## src/rtl/dsm_pkg.sv

```systemverilog
package dsm_pkg;

    // Mode-select encoding that puts the modulator into external-clock mode.
    localparam logic [1:0] MODE_EXT_CLK = 2'b11;

    // Which falling edge of the conversion clock is the next one to use.
    typedef enum logic {
        EDGE_SKIP = 1'b0,
        EDGE_TAKE = 1'b1
    } edge_sel_e;

    // One captured modulator bit together with its strobe.
    typedef struct packed {
        logic valid;
        logic bit_val;
    } sample_t;

    // Width of a counter that has to hold the values 0 .. n-1 (at least 1 bit).
    function automatic int unsigned cnt_width(input int unsigned n);
        int unsigned w;
        w = 1;
        while ((32'd1 << w) < n) begin
            w = w + 1;
        end
        return w;
    endfunction

    // The conversion clock is high in the second half of its phase range.
    function automatic logic phase_is_high(input int unsigned ph, input int unsigned half);
        return (ph >= half);
    endfunction

endpackage

```

## src/rtl/dsm_clk_gen.sv

```systemverilog
module dsm_clk_gen
    import dsm_pkg::*;
#(
    parameter int unsigned DIV_RATIO = 16
) (
    input  logic clk,
    input  logic rst,
    output logic mclk,
    output logic fall_evt
);
    localparam int unsigned HALF = DIV_RATIO / 2;
    localparam int unsigned PH_W = cnt_width(DIV_RATIO);
    localparam logic [PH_W-1:0] PH_LAST = PH_W'(DIV_RATIO - 1);

    logic [PH_W-1:0] ph_q;
    logic [PH_W-1:0] ph_d;
    logic            wrap;
    logic            mclk_q;

    assign wrap = (ph_q == PH_LAST);
    assign ph_d = wrap ? '0 : ph_q + 1'b1;

    // Phase counter and the conversion clock are updated together, so the clock
    // level always matches the phase held in the counter.
    always_ff @(posedge clk) begin
        if (rst) begin
            ph_q   <= '0;
            mclk_q <= 1'b0;
        end else begin
            ph_q   <= ph_d;
            mclk_q <= phase_is_high(int'(ph_d), HALF);
        end
    end

    assign mclk = mclk_q;
    // The edge that wraps the phase lowers the conversion clock.
    assign fall_evt = wrap;

endmodule

```

## src/rtl/dsm_bit_sync.sv

```systemverilog
module dsm_bit_sync #(
    parameter int unsigned STAGES = 2
) (
    input  logic clk,
    input  logic rst,
    input  logic din,
    output logic dout
);
    logic [STAGES-1:0] st_q;

    always_ff @(posedge clk) begin
        if (rst) begin
            st_q <= '0;
        end else begin
            st_q <= {st_q[STAGES-2:0], din};
        end
    end

    assign dout = st_q[STAGES-1];

endmodule

```

## src/rtl/dsm_edge_capture.sv

```systemverilog
module dsm_edge_capture
    import dsm_pkg::*;
#(
    parameter int unsigned SYNC_STAGES = 2
) (
    input  logic    clk,
    input  logic    rst,
    input  logic    fall_evt,
    input  logic    sync_bit,
    output sample_t smp
);
    edge_sel_e              alt_q;
    logic                   take;
    logic [SYNC_STAGES-1:0] dly_q;
    sample_t                smp_q;

    // Every second falling edge is a capture edge; the first one after reset is skipped.
    assign take = fall_evt && (alt_q == EDGE_TAKE);

    always_ff @(posedge clk) begin
        if (rst) begin
            alt_q <= EDGE_SKIP;
        end else if (fall_evt) begin
            alt_q <= (alt_q == EDGE_TAKE) ? EDGE_SKIP : EDGE_TAKE;
        end
    end

    // Delay the capture request by the synchronizer depth, so that the bit taken
    // is the line value at the capturing edge.
    always_ff @(posedge clk) begin
        if (rst) begin
            dly_q <= '0;
        end else begin
            dly_q[0] <= take;
            for (int i = 1; i < int'(SYNC_STAGES); i++) begin
                dly_q[i] <= dly_q[i-1];
            end
        end
    end

    always_ff @(posedge clk) begin
        if (rst) begin
            smp_q <= '0;
        end else begin
            smp_q.valid <= dly_q[SYNC_STAGES-1];
            if (dly_q[SYNC_STAGES-1]) begin
                smp_q.bit_val <= sync_bit;
            end
        end
    end

    assign smp = smp_q;

endmodule

```

## src/rtl/dsm_clk_capture.sv

```systemverilog
module dsm_clk_capture
    import dsm_pkg::*;
#(
    parameter int unsigned DIV_RATIO   = 16,
    parameter int unsigned SYNC_STAGES = 2
) (
    input  logic       clk,
    input  logic       rst,
    input  logic       mod_data_in,
    output logic       mclk_out,
    output logic [1:0] mode_sel_out,
    output logic       sample_bit,
    output logic       sample_valid
);
    logic    fall_evt;
    logic    sync_bit;
    sample_t smp;

    dsm_clk_gen #(
        .DIV_RATIO(DIV_RATIO)
    ) u_clk_gen (
        .clk      (clk),
        .rst      (rst),
        .mclk     (mclk_out),
        .fall_evt (fall_evt)
    );

    dsm_bit_sync #(
        .STAGES(SYNC_STAGES)
    ) u_sync (
        .clk  (clk),
        .rst  (rst),
        .din  (mod_data_in),
        .dout (sync_bit)
    );

    dsm_edge_capture #(
        .SYNC_STAGES(SYNC_STAGES)
    ) u_capture (
        .clk      (clk),
        .rst      (rst),
        .fall_evt (fall_evt),
        .sync_bit (sync_bit),
        .smp      (smp)
    );

    assign mode_sel_out = MODE_EXT_CLK;
    assign sample_bit   = smp.bit_val;
    assign sample_valid = smp.valid;

endmodule

```

## config.mk

```make
export PLATFORM = sky130hd
export DESIGN_NAME = dsm_clk_capture
export DESIGN_NICKNAME = d
export VERILOG_FILES = /design/src/rtl/dsm_pkg.sv /design/src/rtl/dsm_clk_gen.sv /design/src/rtl/dsm_bit_sync.sv /design/src/rtl/dsm_edge_capture.sv /design/src/rtl/dsm_clk_capture.sv
export SDC_FILE = /design/constraint.sdc
export NUM_CORES = 1
export LEC_CHECK = 0
export BUFFER_PORTS_ARGS = -buffer_cell sky130_fd_sc_hd__buf_2
export CORE_AREA = 2 2 39 41
export DETAILED_ROUTE_END_ITERATION = 6
export DIE_AREA = 0 0 41 43
export PLACE_DENSITY = 0.5
export SLEW_MARGIN = 5
export SYNTH_ARGS = -nofsm -noshare
export SYNTH_HDL_FRONTEND = slang
export SYNTH_SLANG_ARGS = --single-unit
```

## constraint.sdc

```tcl
create_clock -name clk -period 0.9 [get_ports clk]
set_input_delay 0.045 -clock clk [delete_from_list [all_inputs] [get_ports clk]]
set_output_delay 0.045 -clock clk [all_outputs]
set_load 0.01 [all_outputs]
```

==> results.toml, run 1 <==
[status]
status = "complete, but fails checks"
violations = "negative setup slack"

[layout]
final_nets = 52
num-fill-cells = 140
drive_gt1_share_pct = 38.30
final_core_util_pct = 38.16
syn_to_final_growth_pct = 30.65
antennaDiodeCount = 0

[power]
power_per_cell_area_nw_per_um2 = 1975
p_seq_share_pct = 54.0
intPower_uw = 829.5
combPwrFrac_pct = 6.5
clockPowerShare_pct = 39.5
total_power_uw = 1043
leakage_uw = 0.0002041
sw_frac_of_total_pct = 20.47
p_sw_uw = 213.5
peakVddDrop_mv = 0.7053

[timing]
slew_viol_final = 0
finalHoldViolCount = 0
min_period_ps = 919.9
fmax_mhz = 1087
rsz0062_at_grt = "yes"
post-route-period-util_pct = 102.2
worst_clock_skew_ps = 2.183
setup_ws_ps = -19.93
finalSetupViolations = 3

[min_path]
whs_path_depth = 2
holdCritStartpoint = "rst"
hold_path.class = "in2reg"
min_to = "u_clk_gen.mclk"

[drt]
drc = 0
viasPerCell = 4.175
firstDrtPassIters = 2
ant_nets = 0
totalWireLength_microns = 602
routedWlPerCell_microns = 9.556
drtIter0Drc = 1
vias = 263

[floorplan]
pin_count = 8
initial_core_util_pct = 29.20
die-area_sq_um = 1763
die_w_microns = 41
rows = 14
core_area_sq_um = 1384
die_y_microns = 43

[global_route]
busiest_layer = "met2"
grt_max_degree = 13
grt_overflow = 0
grt_pass1_vias = 242
use_met2_pct = 10.94
antenna_found_initial = 0
grt.met1_usage_pct = 9.180
met3_usage_pct = 3.141
grt.total_usage_pct = 8.485
grt_pass1_wl_microns = 917

[synth]
avgSynthCellArea_sq_um = 10.92
yosysSeqAreaShare_pct = 59.44
synth_warnings = 0
ys_ff_latch = 12
synth.cell_area_sq_um = 404.1
synth_cell_types = 16
synthCells = 37

[clocking]
clock_latency_ps = 260
cts_tree = "built"
cts.clk_slew.worst_paths_ps = 70
clock-sinks = 12
cts-root-buf = "clkbuf_4"
cts_inserted_buffers = 3
h-tree-depth = 1
cts.path.max_buffers = 2
cts_setup_buffers = 0

[worst_setup_path]
crit_arrival_ps = 1080
rr_worst_depth = 4
cp-start-kind = "flop"
r2r_end = "u_capture.alt_q"
rr_startpoint = "u_clk_gen.ph_q[0]"
critPathCaptureType = "flop"
required_ps = 1060
ff2ff_setup_slack_ps = -20
crit_start = "u_clk_gen.ph_q[0]"
critPathMaxFanout = 3
critPathKind = "reg2reg"

[placement]
gp_congestion = 0.6555
portBuffers = 5

[run]
cap_violations = 0
through the flow:
| stage | setup WS [ps] | cells | hold WS, ps | TNS (ps) | instance area, sq um |
|---|---|---|---|---|---|
| after global routing | -64.78 | 63 | 101.5 | -211.2 | 528.0 |
| after detailed placement | -28.41 | 58 | 272.5 | -76.50 | 462.9 |
| final | -19.93 | 63 | 85.79 | -44.21 | 528.0 |
| after CTS | -28.81 | 63 | 85.05 | -77.26 | 513.0 |
| after floorplan | 22.47 | 38 | 109.2 | 0 | 422.9 |
| after global placement | -6.471 | 58 | 260.4 | -6.471 | 462.9 |
Yosys cell counts:
cell type / number / share of area (%)
a21oi_1: 3 / 3.7
buf_2: 1 / 1.2
buf_4: 2 / 3.7
conb_1: 1 / 0.93
dfxtp_1: 12 / 59
ha_1: 1 / 3.1
inv_1: 1 / 0.93
mux2i_1: 1 / 2.5
nand3_2: 1 / 2.5
nand4b_1: 1 / 2.2
nor2_1: 3 / 2.8
nor2b_1: 5 / 7.7
nor3b_1: 2 / 3.7
o21ai_0: 1 / 1.2
xnor2_1: 1 / 2.2
xor2_1: 1 / 2.2
critical path, cell delays in order, from the launching register on:
cell,delay [ps]
dfxtp_2,350
ha_4,170
nand3_4,80
xor2_1,160
nor2_1,50
state kept, by name, summed over array words and instances, names as in the netlist:
signal and cells:
u_capture.alt_q 1, u_capture.dly_q 2, u_capture.smp 2, u_clk_gen.mclk 1, u_clk_gen.ph_q 4, u_sync.st_q 2
what timing repair did:
item	4_1_cts	5_1_grt
gates resized for setup	1	3
setup endpoints to repair	3	5
hold buffers	1	0
pin swaps	5	0
endpoints found under the hold margin	1	0
per-layer routing:
metal | vias to the layer above | part of all wire, %
li1 | 135 | -
met1 | 121 | 40
met2 | 7 | 53
met3 | 0 | 6.8
met4 | 0 | 0
met5 | - | 0
logic make-up after synthesis:
group           synth area share (%)
simple gates                   18.88
flops                          59.44
buf+inv                        5.879
fa+ha+maj                      3.095
other cells                   0.9279
xor+xnor                       4.335
compound gates                 4.951
mux                            2.477
power by group through the flow:
stage               logic [uW]  clock network [uW]  registers [uW]
floorplan                 41.1                   0             574
global placement          54.5                   0             572
detailed placement        57.7                   0             574
CTS                       65.7                 425             562
global route              75.9                 454             565
finish                    68.2                 412             563
worst max path at each step:
stage                            endpoint  cells past startpoint  slack, ps
after floorplan           u_capture.alt_q                      4         20
after global placement    u_capture.alt_q                      4         -6
after detailed placement  u_capture.alt_q                      4        -30
after CTS                 u_capture.alt_q                      4        -30
after global routing      u_capture.alt_q                      4        -60
final                     u_capture.alt_q                      4        -20
cell usage in the layout (no fill, tap or decap):
| master | instances |
|---|---|
| nor3b_1 | 2 |
| ha_4 | 1 |
| a21oi_2 | 2 |
| a21oi_1 | 1 |
| inv_1 | 1 |
| nand3_4 | 1 |
| buf_2 | 5 |
| dlygate4sd3_1 | 1 |
| buf_4 | 2 |
| o21ai_2 | 1 |
| nand4b_1 | 1 |
| xor2_1 | 1 |
| conb_1 | 2 |
| nor2_1 | 3 |
| dfxtp_2 | 2 |
| clkbuf_8 | 1 |
| dfxtp_1 | 10 |
| nor2b_1 | 5 |
| xnor2_1 | 1 |
| mux2i_1 | 1 |
| clkbuf_4 | 3 |
final cells by class:
class / instances / area [sq um] / area share, %
flip-flops and latches: 12 / 242.7 / 45.97
multi-input cells: 22 / 175.2 / 33.18
repair buffers: 8 / 50.05 / 9.479
clock buffers: 4 / 36.28 / 6.872
well taps: 16 / 20.02 / 3.791
inverters: 1 / 3.754 / 0.7109
(Power assumes the default switching activity.)
==> run 2, diff against run 1 <==
Settings changed: ABC_AREA from default to 1.
==> results.toml, run 2 <==
[power]
p_sw_uw = 227.3
combPwrFrac_pct = 5.9
power_per_cell_area_nw_per_um2 = 1961
p_seq_share_pct = 53.4
total_power_uw = 1052
intPower_uw = 825.1
clockPowerShare_pct = 40.7
sw_frac_of_total_pct = 21.60
peakVddDrop_mv = 0.5541
leakage_uw = 0.0002444

[worst_setup_path]
max_stage_delay_ps = 350
crit_path_cell_trace = "ha_4, nand3_4, nand2_2, nor2_1"
critPathCaptureType = "flop"
slowest_stage = "dfxtp_2"
ff2ff_setup_slack_ps = 40
crit_arrival_ps = 1040
critPathKind = "reg2reg"
rr_startpoint = "u_clk_gen.ph_q[0]"
r2r_end = "u_clk_gen.mclk"
critPathMaxFanout = 4
cp-start-kind = "flop"
rr_worst_depth = 4
required_ps = 1070

[synth]
synth_area_leaders = "dfxtp_1 59%, nor2_1 11%, inv_1 6.5%, nand2_1 4.6%, buf_4 3.7%"
yosysSeqAreaShare_pct = 59.08
synthSimpleGateAreaFrac_pct = 22.15
async_flop_share_pct = 0
synth_cell_types = 14
synthCells = 48
avgSynthCellArea_sq_um = 8.472
synth-compound-area-share_pct = 3.692
synth_adder_area_share_pct = 3.077
yosysTopAreaCell = "dfxtp_1"
synth.area.mux_share_pct = 0
synth_warnings = 0
synth_xor_area_share_pct = 0
synth_top_area_share_pct = 59.08
synth_top_family_by_area = "simple AND/OR/NAND/NOR gates"
synth.cell_area_sq_um = 406.6
yosys-top-cells-count = "12 x dfxtp_1, 12 x nor2_1, 7 x inv_1, 5 x nand2_1"
synth-main-ff-cell = "dfxtp_1"
ys_ff_latch = 12
synth_edf_count = 0

[clocking]
cts.path.max_buffers = 2
clock-sinks = 12
cts-root-buf = "clkbuf_4"
cts_setup_buffers = 0
h-tree-depth = 1
cts_tree = "built"
cts.clk_slew.worst_paths_ps = 80
cts_inserted_buffers = 3
clock_latency_ps = 270

[drt]
totalWireLength_microns = 637
routedWlPerCell_microns = 8.493
ant_nets = 0
viasPerCell = 3.960
drtIter0Drc = 0
vias = 297
drc = 0
firstDrtPassIters = 1

[timing]
finalHoldViolCount = 0
setup_ws_ps = 37.86
post-route-period-util_pct = 95.79
fmax_mhz = 1160
rsz0062_at_grt = "yes"
min_period_ps = 862.1
finalSetupViolations = 0
slew_viol_final = 0
worst_clock_skew_ps = 0.3794

[floorplan]
rows = 14
core_area_sq_um = 1384
die_y_microns = 43
die-area_sq_um = 1763
pin_count = 8
initial_core_util_pct = 29.39
die_w_microns = 41

[global_route]
grt_overflow = 0
antenna_found_initial = 0
grt_pass1_vias = 285
grt_pass1_wl_microns = 1021
grt_max_degree = 8
grt.total_usage_pct = 8.788

[placement]
hpwl_microns = 427.1
portBuffers = 5
dp_slack_ps = -15.89
gp_congestion = 0.6509

[min_path]
min_to = "u_clk_gen.ph_q[1]"
holdCritStartpoint = "rst"
hold_path.class = "in2reg"
whs_path_depth = 2

[layout]
syn_to_final_growth_pct = 32.00
largest_reg_flops = 4
antennaDiodeCount = 0
final_nets = 64
num-fill-cells = 146
ff_latch_area_sq_um = 242.7
layout_common_cells = "10 x nor2_1, 10 x dfxtp_1, 7 x inv_1"
top_register = "u_clk_gen.ph_q"
multi_input_area_sq_um = 157.7
drive_gt1_share_pct = 33.90

[status]
status = "finished clean"

[run]
cap_violations = 0
[run 2: changes by cell type after synthesis, sizes merged, moves of 2 or more]
cell,before,now
nand2,0,5
a21oi,3,1
inv,1,8
nor3b,2,0
nor2b,5,0
nor2,3,12
[run 2: power groups by stage]
stage | registers, uW | clock network [uW] | logic (uW)
after floorplan | 568 | 0 | 31.7
after global placement | 568 | 0 | 51.4
after detailed placement | 568 | 0 | 51.3
after CTS | 558 | 436 | 56.8
after global routing | 564 | 451 | 73.1
final | 562 | 428 | 62.5
[run 2: metrics by stage]
step	hold slack, ps	TNS [ps]	utilization (%)	cell area (sq um)	cells
3_3_place_gp	244.0	-0.6448	32.91	455.4	70
3_5_place_dp	252.7	-40.27	32.91	455.4	70
4_1_cts	12.95	0	36.80	509.2	75
5_1_grt	54.64	-25.19	38.79	536.8	75
2_1_floorplan	116.2	0	-	410.4	49
6_report	21.34	0	38.79	536.8	75
[run 2: area by class of cell]
type	instances	area share, %
Multi-Input combinational cell	27	29.37
Tap cell	16	3.730
Inverter	8	5.594
Sequential cell	12	45.22
Clock buffer	4	6.760
Timing Repair Buffer	8	9.324
[run 2: layer usage]
| layer | track usage, % | vias to the layer above | wire length, microns | share of wire [%] |
|---|---|---|---|---|
| li1 | - | 163 | - | - |
| met1 | 11.15 | 129 | 290 | 46 |
| met2 | 11.88 | 3 | 331 | 52 |
| met3 | 0 | 2 | 3 | 0.47 |
| met4 | 10.00 | 0 | 12 | 1.9 |
| met5 | 0 | - | 0 | 0 |
[run 2: worst max-delay path by stage]
stage / startpoint / end / slack [ps] / cells past startpoint
6_report: u_clk_gen.ph_q[0] / u_clk_gen.mclk / 40 / 4
5_1_grt: u_clk_gen.ph_q[0] / u_capture.alt_q / -10 / 5
4_1_cts: u_clk_gen.ph_q[1] / u_capture.alt_q / 0.07 / 5
3_5_place_dp: u_clk_gen.ph_q[1] / u_clk_gen.ph_q[3] / -20 / 4
3_3_place_gp: u_clk_gen.ph_q[1] / u_clk_gen.mclk / -0.6 / 4
2_1_floorplan: u_clk_gen.ph_q[0] / u_clk_gen.mclk / 8 / 4
[run 2: worst max-delay path: cells and delay by family, from the launching register on]
family        cells  cell delay, ps
flops             1             350
simple gates      3             260
fa+ha+maj         1             150
[run 2: what timing repair did]
| action | in CTS | in global routing |
|---|---|---|
| endpoints found under the hold margin | 1 | 0 |
| hold buffers | 1 | 0 |
| resized for setup | 4 | 5 |
| cloned | 0 | 0 |
| setup endpoints to repair | 4 | 5 |
| pin swaps | 0 | 0 |
[run 2: kinds of logic (layout without fill, tap and decap cells)]
group                    count (synthesis)  in the layout
AND/OR/NAND/NOR                         21             21
flip-flops                              12             12
buffers and inverters                   10             20
AO/OA/AOI/OAI                            3              3
adder cells (fa/ha/maj)                  1              1
other                                    1              2
